===== src/rtl/eic_pkg.sv =====
package eic_pkg;

    localparam int ADDR_W = 12;

    localparam logic [ADDR_W-1:0] OFS_CFG = 12'hE00;
    localparam logic [ADDR_W-1:0] OFS_FLT = 12'hE80;
    localparam logic [ADDR_W-1:0] OFS_MSK = 12'hF00;
    localparam logic [ADDR_W-1:0] OFS_PND = 12'hF40;

    typedef enum logic [2:0] {
        TRIG_LOW  = 3'd0,
        TRIG_HIGH = 3'd1,
        TRIG_FALL = 3'd2,
        TRIG_RISE = 3'd3,
        TRIG_BOTH = 3'd4
    } trig_mode_e;

    typedef enum logic [2:0] {
        GRP_NONE,
        GRP_CFG,
        GRP_FLT,
        GRP_MSK,
        GRP_PND
    } reg_grp_e;

endpackage


===== src/rtl/eic_sync.sv =====
module eic_sync #(
    parameter int W = 32
) (
    input  logic         clk,
    input  logic         rst_n,
    input  logic [W-1:0] raw,
    output logic [W-1:0] cur,
    output logic [W-1:0] prev
);
    logic [W-1:0] meta_q;
    logic [W-1:0] cur_q;
    logic [W-1:0] prev_q;

    // Two stages resolve metastability; a third holds last cycle's value
    always_ff @(posedge clk or negedge rst_n) begin
        if (!rst_n) begin
            meta_q <= '0;
            cur_q  <= '0;
            prev_q <= '0;
        end else begin
            meta_q <= raw;
            cur_q  <= meta_q;
            prev_q <= cur_q;
        end
    end

    assign cur  = cur_q;
    assign prev = prev_q;

endmodule


===== src/rtl/eic_detect.sv =====
module eic_detect
    import eic_pkg::*;
#(
    parameter int NPINS  = 32,
    parameter int SLOT_W = 4
) (
    input  logic [NPINS-1:0]        cur,
    input  logic [NPINS-1:0]        prev,
    input  logic [NPINS*SLOT_W-1:0] cfg,
    output logic [NPINS-1:0]        hit
);
    localparam int MODE_W = 3;

    // Only the low MODE_W bits of each slot select a mode
    logic unused_cfg;
    assign unused_cfg = ^cfg;

    function automatic logic fire(input logic [MODE_W-1:0] code,
                                  input logic c, input logic p);
        logic r;
        unique case (trig_mode_e'(code))
            TRIG_LOW:  r = ~c;
            TRIG_HIGH: r = c;
            TRIG_FALL: r = p & ~c;
            TRIG_RISE: r = c & ~p;
            TRIG_BOTH: r = c ^ p;
            default:   r = 1'b0;
        endcase
        return r;
    endfunction

    for (genvar i = 0; i < NPINS; i++) begin : g_pin
        assign hit[i] = fire(cfg[i*SLOT_W +: MODE_W], cur[i], prev[i]);
    end

endmodule


===== src/rtl/eic_regs.sv =====
module eic_regs
    import eic_pkg::*;
#(
    parameter int NUM_BANKS = 4,
    parameter int BANK_W    = 8,
    parameter int SLOT_W    = 4,
    parameter int DATA_W    = 32
) (
    input  logic                          clk,
    input  logic                          rst_n,
    input  logic                          wr,
    input  logic [ADDR_W-1:0]             addr,
    input  logic [DATA_W-1:0]             wdata,
    output logic [DATA_W-1:0]             rdata,
    input  logic [NUM_BANKS*BANK_W-1:0]   set_vec,
    output logic [NUM_BANKS*DATA_W-1:0]   cfg_flat,
    output logic [NUM_BANKS*BANK_W-1:0]   mask_flat,
    output logic [NUM_BANKS*BANK_W-1:0]   pend_flat
);
    localparam int NPINS = NUM_BANKS * BANK_W;
    localparam int BIW   = (NUM_BANKS > 1) ? $clog2(NUM_BANKS) : 1;
    localparam int LSB   = 2 + BIW;

    logic [DATA_W-1:0] cfg_q [NUM_BANKS];
    logic [DATA_W-1:0] flt_q [NUM_BANKS];
    logic [BANK_W-1:0] msk_q [NUM_BANKS];
    logic [NPINS-1:0]  pend_q;
    logic [NPINS-1:0]  pend_d;
    logic [NPINS-1:0]  clr_vec;
    logic [BIW-1:0]    bank;
    reg_grp_e          grp;

    logic unused_addr;
    assign unused_addr = ^addr[1:0];

    assign bank = addr[2 +: BIW];

    always_comb begin
        grp = GRP_NONE;
        if (addr[ADDR_W-1:LSB] == OFS_CFG[ADDR_W-1:LSB])
            grp = GRP_CFG;
        else if (addr[ADDR_W-1:LSB] == OFS_FLT[ADDR_W-1:LSB])
            grp = GRP_FLT;
        else if (addr[ADDR_W-1:LSB] == OFS_MSK[ADDR_W-1:LSB])
            grp = GRP_MSK;
        else if (addr[ADDR_W-1:LSB] == OFS_PND[ADDR_W-1:LSB])
            grp = GRP_PND;
    end

    // Write-1-to-clear vector for the addressed pending word
    always_comb begin
        clr_vec = '0;
        if (wr && grp == GRP_PND)
            clr_vec[bank*BANK_W +: BANK_W] = wdata[BANK_W-1:0];
    end

    // A new event outranks a clear in the same cycle
    assign pend_d = (pend_q & ~clr_vec) | set_vec;

    always_ff @(posedge clk or negedge rst_n) begin
        if (!rst_n) begin
            for (int b = 0; b < NUM_BANKS; b++) begin
                cfg_q[b] <= '0;
                flt_q[b] <= '0;
                msk_q[b] <= '1;
            end
            pend_q <= '0;
        end else begin
            pend_q <= pend_d;
            if (wr) begin
                unique case (grp)
                    GRP_CFG: cfg_q[bank] <= wdata;
                    GRP_FLT: flt_q[bank] <= wdata;
                    GRP_MSK: msk_q[bank] <= wdata[BANK_W-1:0];
                    default: ;
                endcase
            end
        end
    end

    always_comb begin
        rdata = '0;
        unique case (grp)
            GRP_CFG: rdata = cfg_q[bank];
            GRP_FLT: rdata = flt_q[bank];
            GRP_MSK: rdata = DATA_W'(msk_q[bank]);
            GRP_PND: rdata = DATA_W'(pend_q[bank*BANK_W +: BANK_W]);
            default: rdata = '0;
        endcase
    end

    for (genvar b = 0; b < NUM_BANKS; b++) begin : g_flat
        assign cfg_flat[b*DATA_W +: DATA_W]  = cfg_q[b];
        assign mask_flat[b*BANK_W +: BANK_W] = msk_q[b];
    end
    assign pend_flat = pend_q;

    AST_PEND_HOLD: assert property (@(posedge clk) disable iff (!rst_n)
        1'b1 |=> (($past(pend_q) & ~$past(clr_vec) & ~pend_q) == '0))
        else $error("pending bit dropped without a clear");
    AST_SET_WINS: assert property (@(posedge clk) disable iff (!rst_n)
        1'b1 |=> (($past(set_vec) & ~pend_q) == '0))
        else $error("event did not leave bit pending");
    AST_SET_NEEDS_EVENT: assert property (@(posedge clk) disable iff (!rst_n)
        1'b1 |=> ((pend_q & ~$past(pend_q) & ~$past(set_vec)) == '0))
        else $error("pending bit rose without an event");

endmodule


===== src/rtl/eic_top.sv =====
module eic_top
    import eic_pkg::*;
#(
    parameter int NUM_BANKS   = 4,
    parameter int BANK_W      = 8,
    parameter int SLOT_W      = 4,
    parameter int DATA_W      = 32,
    parameter int DIRECT_PINS = 16
) (
    input  logic                          clk,
    input  logic                          rst_n,
    input  logic [NUM_BANKS*BANK_W-1:0]   ext_pin,
    input  logic                          bus_wr,
    input  logic [ADDR_W-1:0]             bus_addr,
    input  logic [DATA_W-1:0]             bus_wdata,
    output logic [DATA_W-1:0]             bus_rdata,
    output logic [DIRECT_PINS-1:0]        irq_direct,
    output logic                          irq_shared
);
    localparam int NPINS = NUM_BANKS * BANK_W;

    logic [NPINS-1:0]           pin_cur;
    logic [NPINS-1:0]           pin_prev;
    logic [NPINS-1:0]           hit_vec;
    logic [NUM_BANKS*DATA_W-1:0] cfg_flat;
    logic [NPINS-1:0]           mask_flat;
    logic [NPINS-1:0]           pend_flat;
    logic [NPINS-1:0]           live;

    eic_sync #(.W(NPINS)) u_sync (
        .clk  (clk),
        .rst_n(rst_n),
        .raw  (ext_pin),
        .cur  (pin_cur),
        .prev (pin_prev)
    );

    eic_detect #(.NPINS(NPINS), .SLOT_W(SLOT_W)) u_detect (
        .cur (pin_cur),
        .prev(pin_prev),
        .cfg (cfg_flat),
        .hit (hit_vec)
    );

    eic_regs #(
        .NUM_BANKS(NUM_BANKS),
        .BANK_W   (BANK_W),
        .SLOT_W   (SLOT_W),
        .DATA_W   (DATA_W)
    ) u_regs (
        .clk      (clk),
        .rst_n    (rst_n),
        .wr       (bus_wr),
        .addr     (bus_addr),
        .wdata    (bus_wdata),
        .rdata    (bus_rdata),
        .set_vec  (hit_vec),
        .cfg_flat (cfg_flat),
        .mask_flat(mask_flat),
        .pend_flat(pend_flat)
    );

    assign live       = pend_flat & ~mask_flat;
    assign irq_direct = live[DIRECT_PINS-1:0];
    assign irq_shared = |live[NPINS-1:DIRECT_PINS];

    AST_DIRECT_RISE_CAUSE: assert property (@(posedge clk) disable iff (!rst_n)
        1'b1 |=> ((irq_direct & ~$past(irq_direct) & ~$past(hit_vec[DIRECT_PINS-1:0])
                   & ~$past(mask_flat[DIRECT_PINS-1:0])) == '0))
        else $error("direct line rose with no event and no unmask");
    AST_SHARED_ALL_MASKED: assert property (@(posedge clk) disable iff (!rst_n)
        (&mask_flat[NPINS-1:DIRECT_PINS]) |-> !irq_shared)
        else $error("shared line active while every source masked");

endmodule


===== config.mk =====
export PLATFORM = sky130hd
export DESIGN_NAME = eic_top
export DESIGN_NICKNAME = d
export VERILOG_FILES = /design/src/rtl/eic_pkg.sv /design/src/rtl/eic_sync.sv /design/src/rtl/eic_detect.sv /design/src/rtl/eic_regs.sv /design/src/rtl/eic_top.sv
export SDC_FILE = /design/constraint.sdc
export NUM_CORES = 1
export LEC_CHECK = 0
export BUFFER_PORTS_ARGS = -buffer_cell sky130_fd_sc_hd__buf_2
export CORE_MARGIN = 5
export CORE_UTILIZATION = 45
export CTS_BUF_LIST = sky130_fd_sc_hd__clkbuf_8
export CTS_CLUSTER_SIZE = 14
export DETAILED_ROUTE_END_ITERATION = 8
export SKIP_LAST_GASP = 1
export SYNTH_ARGS = -nofsm -noshare
export SYNTH_HDL_FRONTEND = slang
export SYNTH_HIERARCHICAL = 1
export SYNTH_SLANG_ARGS = --single-unit

===== constraint.sdc =====
create_clock -name clk -period 2.6 [get_ports clk]
set_clock_uncertainty 0.05 [all_clocks]
set_input_delay 0.13 -clock clk [delete_from_list [all_inputs] [get_ports clk]]
set_output_delay 0.13 -clock clk [all_outputs]
set_load 0.02 [all_outputs]

---- Word level (Yosys, flattened, before mapping) ----
Cells that the tools add are included.
cells by class
  shift-type cells ........................ 3
  add/subtract/negate cells ............... 1
  reduce and logical (&&, ||, !) cells .... 38
  equality and inequality tests ........... 136
  multiplexer cells ....................... 54
  bitwise logic cells ..................... 167
  order comparisons ....................... 2
operators by type and width
  operator                                                                  number
  128-bit bitwise mux                                                       2
  3-bit by 2-bit == test with 1-bit output (second input constant)          66
  32-bit 2-to-1 mux                                                         6
  1-bit one-hot mux with 5 select lines                                     32
  32-bit binary-select mux with 2-bit select                                2
  32-bit one-hot mux with 4 select lines                                    1
  3-bit by 1-bit == test with 1-bit output (second input constant)          33
  3-bit == test (second input constant)                                     33
  32-bit bitwise AND                                                        3
  3-bit zero test                                                           32
  1-bit bitwise AND                                                         64
  32-bit demux with 2-bit select                                            1
  1-bit inverter                                                            64
  32-bit inverter                                                           2
  5-bit negation with 34-bit output                                         1
  8-bit by 34-bit variable shift with 32-bit output (first input constant)  1
  8-bit by 34-bit variable part select with 32-bit output                   1
  32-bit bitwise mux                                                        1
  8-bit == test (second input constant)                                     4
  32-bit OR                                                                 1
  32-bit by 6-bit variable part select with 8-bit output                    1
  1-bit XOR                                                                 32
  8-bit 2-to-1 mux                                                          3
  8-bit binary-select mux with 2-bit select                                 1
  8 further kinds                                                           14
storage, ports and cells
  logic and storage cells ................. 417
  output and inout port bits .............. 49
  register bits after elaboration ......... 416
  bits of input ports ..................... 79

---- Longest topological paths before layout ----
Gate-level depths: netlist of the first run.
  depth in word-level cells ............... 11
  mapped depth ............................ 8
  mapped depth without buffers ............ 7

---- Modules after synthesis ----
The synthesis of the first run kept the hierarchy.
modules (own cells, without submodules)
  module      cells an instance  area each (µm²)  times used  sequential area each (µm²)
  eic_regs    960                14,934.3         1           8,047.7
  eic_detect  320                2,417.3          1           0.0
  eic_sync    96                 2,402.3          1           2,402.3
  eic_top     37                 279.0            1           0.0

---- Worst setup path before layout of the first run ----
No wires, ideal clock.
  path kind ............................... input -> register
  start ................................... input port bus_addr[2]
  end ..................................... register u_regs.pend_q[0] (netlist: u_regs/pend_flat[0])
  setup time .............................. 156 ps
  stages .................................. 7
  path slack .............................. 288 ps
  required time ........................... 2,394 ps
  arrival time ............................ 2,105 ps
  path buffers ............................ 2
  cells stage by stage .................... clkbuf_1 > buf_2 > inv_1 > ha_1 > or4bb_1 > nor2_1 > a41oi_1
between the ends
  longest elaborated chain between the ends .. 7
  elaborated cells between the ends (all ways) .. 8
  classes of those cells .................. 1 x add/sub; 2 x shift; 1 x mux; 4 x bitwise
ends and longest elaborated chain
  element                                                                                                                       RTL line        source
  from (decl)                                                                                                                   eic_top.sv:14   input logic [ADDR_W-1:0] bus_addr,
  5-bit negation with 34-bit output (*)                                                                                         eic_regs.sv:54  clr_vec[bank*BANK_W +: BANK_W] = wdata[BANK_W-1:0];
  8-bit by 34-bit variable part select with 32-bit output or 8-bit by 34-bit variable shift with 32-bit output (tied branches)  eic_regs.sv:54
  32-bit bitwise AND (no line) (*)                                                                                              n/a
  32-bit 2-to-1 mux (*)                                                                                                         eic_regs.sv:53  if (wr && grp == GRP_PND)
  32-bit inverter (*)                                                                                                           eic_regs.sv:58  assign pend_d = (pend_q & ~clr_vec) | set_vec;
  32-bit bitwise AND (*)                                                                                                        eic_regs.sv:58
  32-bit OR (*)                                                                                                                 eic_regs.sv:58
  net u_regs.pend_d[0]                                                                                                          eic_regs.sv:28  logic [NPINS-1:0] pend_d;
  to (signal assigned)                                                                                                          eic_regs.sv:69  pend_q <= pend_d;
  to (decl)                                                                                                                     eic_regs.sv:27  logic [NPINS-1:0] pend_q;
Mark *: on every way through the listed nets, which the timed path passes. The rest lies on a longest branch.
A chain may end at the register's enable or synchronous reset.

---- Worst setup path in the final report of the first run ----
  start ................................... register u_regs.cfg_q, in the netlist u_regs/cfg_flat[38]
  end ..................................... output port bus_rdata[6]
between the ends
  longest elaborated chain between the ends .. 4
ends and longest elaborated chain
  element                                                RTL line        source
  from (decl)                                            eic_regs.sv:24  logic [DATA_W-1:0] cfg_q [NUM_BANKS];
  from (signal, indexed assignment)                      eic_regs.sv:72  GRP_CFG: cfg_q[bank] <= wdata;
  32-bit binary-select mux with 2-bit select             eic_regs.sv:84  GRP_CFG: rdata = cfg_q[bank];
  32-bit 2-to-1 mux (not written as such) (2 in series)  eic_regs.sv:84
  32-bit one-hot mux with 4 select lines                 eic_regs.sv:83  unique case (grp)
  to (decl)                                              eic_top.sv:16   output logic [DATA_W-1:0] bus_rdata,
Every way passes these cells. The select of a mux whose other input is x is not followed.

==> impl_metrics.py, run 1 <==
metrics = {
    "power": {
        "p_comb_frac": 0.067,
        "clkPwrFrac": 0.440,
        "internal_power_mw": 10.4,
        "leakagePower_nw": 11.2,
        "peakVddDrop_v": 0.000390,
        "p_sw_mw": 3.28,
        "p_sw_frac": 0.240,
        "sequentialPowerShare": 0.493,
        "power.density_mw_per_mm2": 575,
    },
    "place": {
        "dpl.hpwl_mm": 33.1,
        "globalplace.congestion": 0.800,
        "io_buffers": 125,
    },
    "cells_and_area": {
        "area_growth_pct": 18.5,
        "layout-drive-gt1-share": 0.392,
        "fin_nets": 1808,
        "fillers": 3841,
    },
    "sta": {
        "tns_ns": 0,
        "relSlewSlack": 0.551,
        "rsz0062_at_grt": "false",
        "slew_violations": 0,
        "fin_hold_ws_ns": 0.0421,
        "hold_viol": 0,
        "worst_pin_slew_ns": 0.674,
        "timing.final.crit_period_ns": 2.44,
        "clock.fmax_mhz": 410,
        "finalCritPeriodShare": 0.938,
        "finalSetupViolCount": 0,
    },
    "job": {
        "maxCapViolCount": 0,
    },
    "floorplan": {
        "initial_core_util": 0.454,
        "ioPinCount": 128,
        "die_area_mm2": 0.0488,
        "rows": 77,
        "core_region_area_mm2": 0.0441,
        "die_x_um": 221,
        "die_h_um": 221,
    },
    "grt": {
        "grt_start_max_net_pins": 78,
        "grt_pass1_vias": 13645,
        "grt-ovfl-total": 0,
        "antenna_found_initial": 5,
        "grt_first_pass_wirelength_mm": 80.8,
        "grt_use_total": 0.208,
    },
    "yosys": {
        "synth_edf_count": 0,
        "synth_warnings": 6,
        "syn_area_mm2": 0.0200,
        "syn_avg_cell_area_um2": 14.2,
        "synth.yosys.seq_area_share": 0.522,
        "synth_cells": 1413,
        "ys_types": 49,
        "synth_ff_type": "dfrtp_1",
        "ys_ff_latch": 416,
        "async_flop_share": 1.00,
        "syn_nets": 1563,
    },
    "route": {
        "firstDrtPassIters": 5,
        "drc": 0,
        "drt_iter0_markers": 663,
        "vias": 12617,
        "antenna_left": 0,
        "wl_mm": 50.2,
        "via_per_inst": 5.47,
        "post_drt_wl_per_cell_um": 21.7,
    },
    "worst_setup_path": {
        "path_class": "reg -> out",
        "arrival_ns": 2.26,
        "critPathLaunchType": "flip-flop",
        "cp-end-kind": "output pin",
        "r2r_setup_slack_ns": 0.78,
        "r2r_start": "u_sync/cur[0]",
        "crit_fanout": 5,
        "required_ns": 2.42,
        "r2r_end": "u_regs/pend_flat[0]",
        "rr_worst_depth": 6,
    },
    "clock_network": {
        "cts_root_buf": "clkbuf_8",
        "cts_num_sinks": 416,
        "cts_setup_buffers": 0,
        "ctsResizeCount": 0,
        "clock_latency_ns": 0.63,
        "path_clk_slew_ns": 0.06,
        "cts_hold_buf": 65,
        "clockBufferDepth": 3,
        "numCtsBuffers": 72,
        "cts_tree": "done",
        "htree_levels": 3,
    },
    "run_status": {
        "status": "finished clean",
    },
    "hold_path": {
        "hold_path.class": "in -> async",
    },
}
-- per-stage QoR --
step	worst slack [ns]	cell area, um^2	util	std cells	power [mW]
after CTS	0.0810	23700	0.538	2306	13.9
after global routing	0.0701	23700	0.538	2308	14.3
after global placement	0.360	21600	0.490	2111	7.67
after floorplan	0.288	20000	-	1413	7.24
after detailed placement	0.330	21600	0.490	2111	7.70
final	0.161	23700	0.538	2308	13.7
-- critical path, cell delays in order (launching register included) --
cell	delay (ns)
dfrtp_1	0.44
mux4_2	0.49
mux2i_1	0.24
o221ai_1	0.24
buf_2	0.23
-- cells in the final DEF, fill, tap and decap left out, types with 5 or more instances in the layout --
cell type and count:
a21o_1 16, a22o_1 24, a41oi_1 16, buf_12 10, buf_2 122, buf_4 42, clkbuf_8 91, dfrtp_1 384
dfstp_2 32, dlygate4sd3_1 65, ha_1 71, inv_1 120, mux2_1 29, mux2_2 260, mux2i_1 39, mux4_2 80
nand2_1 5, nand2b_1 34, nand3_1 16, nand3b_1 10, nand4_1 7, nor2_1 20, nor2b_1 25, nor4_4 6
o21a_1 20, o21ai_0 42, o221ai_1 8, o22ai_1 31, or4_1 17, xnor2_1 11, xor2_1 20
-- cell type report --
class                   count  area [um^2]  area share
well taps                 592          741      0.0312
inverters                  95          357      0.0150
repair buffers            241         1800      0.0759
multi-input cells         832         8900       0.375
clock inverters            39          233     0.00980
flip-flops and latches    416        10500       0.440
clock buffers              91         1250      0.0527
diodes                      2         5.00    0.000211
-- routing by layer --
metal / wire length [um] / GRT usage
met1: 22700 / 0.289
met2: 24200 / 0.337
met3: 2170 / 0.0399
met4: 1040 / 0.0622
met5: 34 / 0
-- logic make-up after synthesis --
kind of cell,count (synthesis),share of synthesized area
adder cells (fa/ha/maj),71,0.0443
buffers and inverters,165,0.0346
flip-flops,416,0.522
AND/OR/NAND/NOR,159,0.0556
multiplexers,408,0.272
XOR/XNOR,31,0.0136
AO/OA/AOI/OAI,163,0.0583
-- sequential cells by signal, indices dropped and copies added (netlist names) --
name	cells
u_regs/mask_flat	32
u_regs/flt_q	128
u_sync/meta_q	32
u_sync/prev	32
u_regs/pend_flat	32
u_regs/cfg_flat	128
u_sync/cur	32
-- power by group through the flow --
stage / logic [mW] / clock network [mW] / registers, mW
6_report: 0.915 / 6.01 / 6.74
5_1_grt: 1.02 / 6.56 / 6.75
4_1_cts: 0.929 / 6.22 / 6.74
3_5_place_dp: 0.850 / 0 / 6.85
3_3_place_gp: 0.830 / 0 / 6.84
2_1_floorplan: 0.428 / 0 / 6.81
-- Yosys cell counts (17+ instances only) --
library cell  count  share of area
a22o_1           24          0.010
buf_2            20         0.0050
clkbuf_1         40         0.0075
dfrtp_1         384           0.48
dfstp_2          32          0.042
ha_1             71          0.044
inv_1            93          0.017
mux2_1           29          0.016
mux2_2          260           0.15
mux2i_1          39          0.019
mux4_2           80          0.090
nand2b_1         34          0.011
nor2_1           20         0.0037
nor2b_1          25         0.0078
o21a_1           20         0.0075
o21ai_0          42          0.010
o22ai_1          31         0.0097
or4_1            17         0.0064
xor2_1           20         0.0087
-- worst max-delay path by stage --
stage | startpoint | to | slack, ns | cells past startpoint
6_report | u_regs/cfg_flat[38] | bus_rdata[6] | 0.16 | 4
5_1_grt | u_regs/cfg_flat[6] | bus_rdata[6] | 0.07 | 4
4_1_cts | u_regs/cfg_flat[38] | bus_rdata[6] | 0.08 | 4
3_5_place_dp | bus_addr[2] | u_regs/pend_flat[8] | 0.33 | 6
3_3_place_gp | bus_addr[2] | u_regs/pend_flat[8] | 0.36 | 6
2_1_floorplan | bus_addr[2] | u_regs/pend_flat[0] | 0.29 | 7
(Power assumes the default switching activity.)
==> inputs of run 2 (changes only) <==
--- a/config.mk
+++ b/config.mk
@@ -11,6 +11,7 @@
 export CTS_BUF_LIST = sky130_fd_sc_hd__clkbuf_8
 export CTS_CLUSTER_SIZE = 14
 export DETAILED_ROUTE_END_ITERATION = 8
+export SETUP_SLACK_MARGIN = 0.4
 export SKIP_LAST_GASP = 1
 export SYNTH_ARGS = -nofsm -noshare
 export SYNTH_HDL_FRONTEND = slang
==> constraint.sdc (replaced) <==
create_clock -name clk -period 3.1 [get_ports clk]
set_clock_uncertainty 0.05 [all_clocks]
set_input_delay 0.155 -clock clk [delete_from_list [all_inputs] [get_ports clk]]
set_output_delay 0.155 -clock clk [all_outputs]
set_load 0.02 [all_outputs]
==> impl_metrics.py, run 2 (synthesis results as in run 1) <==
metrics = {
    "run_status": {
        "status": "finished clean",
    },
    "power": {
        "sequentialPowerShare": 0.491,
        "clkPwrFrac": 0.443,
        "power.density_mw_per_mm2": 485,
        "peakVddDrop_v": 0.000393,
        "p_sw_frac": 0.245,
        "internal_power_mw": 8.68,
        "leakagePower_nw": 11.2,
        "p_sw_mw": 2.82,
        "p_comb_frac": 0.066,
    },
    "grt": {
        "grt_first_pass_wirelength_mm": 81.3,
        "grt_use_total": 0.212,
        "grt-ovfl-total": 0,
        "grt_pass1_vias": 13558,
        "grt_start_max_net_pins": 90,
        "antenna_found_initial": 4,
    },
    "worst_setup_path": {
        "r2r_setup_slack_ns": 1.08,
        "cp_num_buf_inv": 3,
        "path_class": "in -> out",
        "cp_cell_sequence": "dlygate4sd3_1, buf_2, or4_1, o221ai_1, buf_2",
        "cp-end-kind": "output pin",
        "crit_fanout": 8,
        "critPathLaunchType": "input pin",
        "cpMaxStageDelayCell": "or4_1",
        "arrival_ns": 2.30,
        "cp_top_family": "buffers and inverters",
        "required_ns": 2.89,
        "cp_common_cell": "buf_2",
        "slowest_delay_ns": 0.79,
    },
    "floorplan": {
        "die_x_um": 221,
        "core_region_area_mm2": 0.0441,
        "rows": 77,
        "ioPinCount": 128,
        "initial_core_util": 0.454,
        "die_area_mm2": 0.0488,
        "die_h_um": 221,
    },
    "cells_and_area": {
        "fillers": 3787,
        "seq_area_mm2": 0.0105,
        "multi_input_area_mm2": 0.00890,
        "final_util": 0.537,
        "layout-drive-gt1-share": 0.392,
        "antennaDiodeCount": 0,
        "fin_nets": 1810,
        "final_common_cell": "dfrtp_1",
        "area_growth_pct": 18.3,
        "final_cell_mix": "384 x dfrtp_1, 260 x mux2_2, 122 x buf_2, 115 x inv_1, 97 x clkbuf_8",
    },
    "route": {
        "antenna_left": 0,
        "drc": 0,
        "drt_iter0_markers": 687,
        "firstDrtPassIters": 4,
        "via_per_inst": 5.49,
        "post_drt_wl_per_cell_um": 22.3,
        "vias": 12659,
        "wl_mm": 51.4,
    },
    "job": {
        "maxCapViolCount": 0,
    },
    "sta": {
        "hold_viol": 0,
        "clock.fmax_mhz": 398,
        "worst_pin_slew_ns": 1.08,
        "finalCritPeriodShare": 0.810,
        "tns_ns": 0,
        "timing.final.crit_period_ns": 2.51,
        "rsz0062_at_grt": "false",
        "slew_violations": 0,
        "relSlewSlack": 0.280,
        "finalSetupViolCount": 0,
    },
    "clock_network": {
        "htree_levels": 3,
        "clock_latency_ns": 0.64,
        "cts_root_buf": "clkbuf_8",
        "cts_tree": "done",
        "cts_num_sinks": 416,
        "ctsResizeCount": 0,
        "clockBufferDepth": 3,
        "path_clk_slew_ns": 0.06,
        "numCtsBuffers": 75,
    },
    "hold_path": {
        "hold_path.class": "in -> reg",
    },
    "place": {
        "dpl.hpwl_mm": 33.2,
        "globalplace.congestion": 0.808,
        "io_buffers": 125,
    },
}
run 2: cell count changes in the layout (fill, tap and decap cells not counted):
cell           previous run  this run
buf_12                   10         7
buf_4                    42        40
inv_1                   120       115
dlygate4sd3_1            65        69
clkinvlp_4                4         1
bufinv_16                 2         0
clkbuf_8                 91        97
clkinv_2                  3         7
diode_2                   2         0
run 2: metrics by stage:
stage / instance area, um^2 / std cells / setup slack [ns] / hold WS (ns) / power [mW]
after floorplan: 20000 / 1413 / 0.763 / -0.191 / 6.07
after global placement: 21500 / 2106 / 0.523 / 0.0812 / 6.42
after detailed placement: 21500 / 2106 / 0.487 / 0.0819 / 6.45
after CTS: 23700 / 2305 / 0.572 / 0.0362 / 11.7
after global routing: 23700 / 2305 / 0.479 / 0.0662 / 12.0
final: 23700 / 2305 / 0.590 / 0.0888 / 11.5
run 2: layer usage:
metal  up-vias  wire length [um]  GRT usage
met5         -                14          0
li1       5688                 -          -
met2       275             24800      0.343
met4         4              1330     0.0654
met1      6596             23100      0.293
met3        96              2140     0.0421
run 2: cell type report:
type / count / area share
tap: 592 / 0.0312
multi-input combinational: 832 / 0.376
clock buffer: 97 / 0.0563
timing repair buffer: 240 / 0.0746
inverter: 95 / 0.0150
clock inverter: 33 / 0.00639
sequential: 416 / 0.441
run 2: power groups by stage:
stage               Clock [mW]  Sequential [mW]  Combinational, mW
global route              5.49             5.66              0.849
global placement             0             5.74              0.683
CTS                       5.25             5.65              0.772
floorplan                    0             5.72              0.359
finish                    5.09             5.65              0.760
detailed placement           0             5.75              0.699
run 2: timing repair:
action	CTS	global route
hold buffers	69	0
endpoints found under the hold margin	729	0
setup buffers	0	0
run 2: path summary, 6_finish.rpt:
check	startpoint	to	depth (start not counted)
worst max-delay path	bus_addr[6]	bus_rdata[3]	5
worst min-delay path	ext_pin[19]	u_sync/meta_q[19]	2
worst max register to register	u_sync/cur[3]	u_regs/pend_flat[3]	7
worst min register to register	u_sync/meta_q[9]	u_sync/cur[9]	0
max in group asynchronous	rst_n	u_regs/flt_q[74]	4
min in group asynchronous	rst_n	u_regs/cfg_flat[104]	3
run 2: worst register-to-register path: stages (launching register included):
cell and delay (ns):
dfrtp_1 0.44, inv_1 0.07, ha_1 0.30, o22ai_1 0.11, o21a_1 0.20, inv_1 0.06, a41oi_1 0.17, dlygate4sd3_1 0.57
==> inputs of run 3 (changes only) <==
--- a/config.mk
+++ b/config.mk
@@ -5,6 +5,7 @@
 export SDC_FILE = /design/constraint.sdc
 export NUM_CORES = 1
 export LEC_CHECK = 0
+export ABC_AREA = 1
 export BUFFER_PORTS_ARGS = -buffer_cell sky130_fd_sc_hd__buf_2
 export CORE_MARGIN = 5
 export CORE_UTILIZATION = 45
==> constraint.sdc (replaced) <==
create_clock -name clk -period 2.6 [get_ports clk]
set_clock_uncertainty 0.05 [all_clocks]
set_input_delay 0.13 -clock clk [delete_from_list [all_inputs] [get_ports clk]]
set_output_delay 0.13 -clock clk [all_outputs]
set_load 0.02 [all_outputs]
==> impl_metrics.py, run 3 <==
metrics = {
    "run_status": {
        "status": "finished clean",
    },
    "sta": {
        "relSlewSlack": 0.491,
        "timing.final.crit_period_ns": 2.11,
        "rsz0062_at_grt": "true",
        "slew_violations": 0,
        "tns_ns": 0,
        "finalSetupViolCount": 0,
        "hold_viol": 0,
        "worst_pin_slew_ns": 0.764,
        "finalCritPeriodShare": 0.812,
        "clock.fmax_mhz": 474,
    },
    "yosys": {
        "synth.yosys.seq_area_share": 0.460,
        "yosysMostFrequentCell": "nand2_1",
        "async_flop_share": 1.00,
        "syn_avg_cell_area_um2": 7.21,
        "synth_top_area_frac": 0.423,
        "ys_ff_latch": 416,
        "synth_top_area_cell": "dfrtp_1",
        "synth_cells": 3150,
        "syn_area_mm2": 0.0227,
        "synth_ff_type": "dfrtp_1",
        "synth_common_cells": "1204 x nand2_1, 437 x inv_1, 384 x dfrtp_1, 308 x nand3_1, 166 x nor2_1",
        "syn_nets": 3300,
        "ys_types": 24,
        "synth_warnings": 6,
        "synth_edf_count": 0,
        "synth_area_leaders": "dfrtp_1 42%, nand2_1 20%, inv_1 7.2%",
    },
    "cells_and_area": {
        "final_util": 0.524,
        "final_cell_mix": "1197 x nand2_1, 467 x inv_1, 384 x dfrtp_1, 307 x nand3_1, 163 x nor2_1",
        "seq_area_mm2": 0.0105,
        "fillers": 4924,
        "multi_input_area_mm2": 0.00960,
        "post-route-cell-area_mm2": 0.0262,
        "layout-drive-gt1-share": 0.112,
        "area_growth_pct": 15.6,
        "fin_nets": 3443,
        "layout.cells.non_filler": 4026,
        "final_common_cell": "nand2_1",
    },
    "grt": {
        "grt_pass1_vias": 20592,
        "antenna_found_initial": 1,
        "grt-ovfl-total": 0,
        "grt_use_total": 0.252,
        "grt_start_max_net_pins": 104,
        "grt_first_pass_wirelength_mm": 113,
    },
    "floorplan": {
        "initial_core_util": 0.453,
        "die_h_um": 235,
        "rows": 82,
        "ioPinCount": 128,
        "die_area_mm2": 0.0550,
        "core_region_area_mm2": 0.0501,
        "die_x_um": 235,
    },
    "power": {
        "leakagePower_nw": 14.4,
        "peakVddDrop_v": 0.000384,
        "power.density_mw_per_mm2": 554,
    },
    "route": {
        "drt_iter0_markers": 2081,
        "post_drt_wl_per_cell_um": 17.7,
        "vias": 21006,
        "drc": 0,
        "wl_mm": 71.1,
        "via_per_inst": 5.22,
        "antenna_left": 0,
        "firstDrtPassIters": 7,
    },
    "worst_setup_path": {
        "cp_top_family": "flip-flops",
        "cp_num_buf_inv": 3,
        "crit_fanout": 3,
        "required_ns": 2.42,
        "cp-end-kind": "output pin",
        "path_class": "reg -> out",
        "cp_common_cell": "nand2_1",
        "arrival_ns": 1.93,
        "r2r_start": "u_sync/cur[4]",
        "slowest_delay_ns": 0.54,
        "critPathLaunchType": "flip-flop",
        "cp_cell_sequence": "inv_1, nand2_1, nand3_1, nand2_1, nand2_1, nand2_1, inv_1, nand2_2, buf_4",
        "cp-startpoint": "u_regs/mask_flat[11]",
        "cpMaxStageDelayCell": "dfstp_2",
    },
    "clock_network": {
        "cts_num_sinks": 416,
        "cts_tree": "done",
        "clock_latency_ns": 0.67,
        "clockBufferDepth": 3,
        "htree_levels": 3,
        "path_clk_slew_ns": 0.06,
        "numCtsBuffers": 78,
        "cts_setup_buffers": 0,
        "cts_root_buf": "clkbuf_8",
    },
    "place": {
        "dpl.hpwl_mm": 44.1,
        "dpl_cell_area_mm2": 0.0239,
        "globalplace.congestion": 0.862,
        "io_buffers": 125,
        "dp.cells": 3815,
    },
    "hold_path": {
        "worstHoldStart": "bus_addr[11]",
        "hold_path.class": "in -> reg",
    },
    "job": {
        "maxCapViolCount": 0,
    },
}
-- run 3: cell count changes in the layout (fill, tap and decap cells not counted), moves of 24 or more --
cell / change
nor2_1: +143
nand3_1: +291
inv_1: +352
nand2b_1: -34
mux2i_1: -39
o21ai_0: +85
nor2b_1: -25
nand2_1: +1192
mux4_2: -80
mux2_2: -260
nand4_1: +139
mux2_1: -29
a22o_1: -24
-- run 3: repair_timing --
item,CTS,global route
pin swaps,0,7
resized for setup,7,10
hold buffers,70,0
hold endpoints to repair,717,0
cloned,0,0
setup endpoints to repair,4,8
-- run 3: worst register-to-register path, cell delays in order (launching register included) --
cell     delay (ns)
dfrtp_1        0.42
inv_1          0.09
ha_1           0.20
inv_1          0.05
nand2_1        0.05
nand3_1        0.07
nand2_1        0.06
nand2_1        0.05
nand2_1        0.05
inv_1          0.20
nand2_1        0.09
-- run 3: through the flow --
step	total power [mW]	hold slack (ns)	worst slack, ns
6_report	14.5	0.0474	0.489
5_1_grt	15.1	0.0242	0.381
4_1_cts	14.7	0.000709	0.413
3_5_place_dp	8.10	0.0605	0.463
3_3_place_gp	8.06	0.0597	0.495
2_1_floorplan	7.54	-0.216	0.611
-- run 3: per-layer routing --
layer,GRT usage,vias up,wire length (um)
li1,-,10070,-
met4,0.0816,0,2110
met2,0.419,744,34000
met5,0,-,0
met1,0.337,10039,30200
met3,0.0426,153,4750
-- run 3: report_power, final --
group          internal [mW]  switching (mW)  leakage, nW
Sequential              6.63           0.106         5.29
Combinational          0.430           0.930         8.17
Clock                   3.53            2.90        0.923
Total                   10.6            3.94         14.4
-- run 3: worst paths after layout --
path,cells after the start,slack (ns),end
max in group asynchronous,3,1.93,u_regs/mask_flat[8]
min,7,0.05,u_regs/mask_flat[5]
min in group asynchronous,3,0.08,u_regs/flt_q[107]
min reg2reg,0,0.29,u_sync/cur[4]
max,9,0.49,bus_rdata[3]
max reg2reg,10,1.11,u_regs/pend_flat[4]
-- run 3: kinds of logic (layout without fill, tap and decap cells) --
kind of cell	after synthesis	after routing	synth area share
flops	416	416	0.460
other cells	0	1	0
fa+ha+maj	71	71	0.0391
buf+inv	649	852	0.120
compound gates	176	176	0.0414
simple gates	1838	1838	0.339
-- run 3: layout make-up --
type | instances | area share
clock inverters | 41 | 0.00830
diodes | 1 | 0.0000954
flip-flops and latches | 416 | 0.398
repair buffers | 264 | 0.0795
well taps | 672 | 0.0320
multi-input cells | 2085 | 0.366
clock buffers | 99 | 0.0519
inverters | 448 | 0.0642
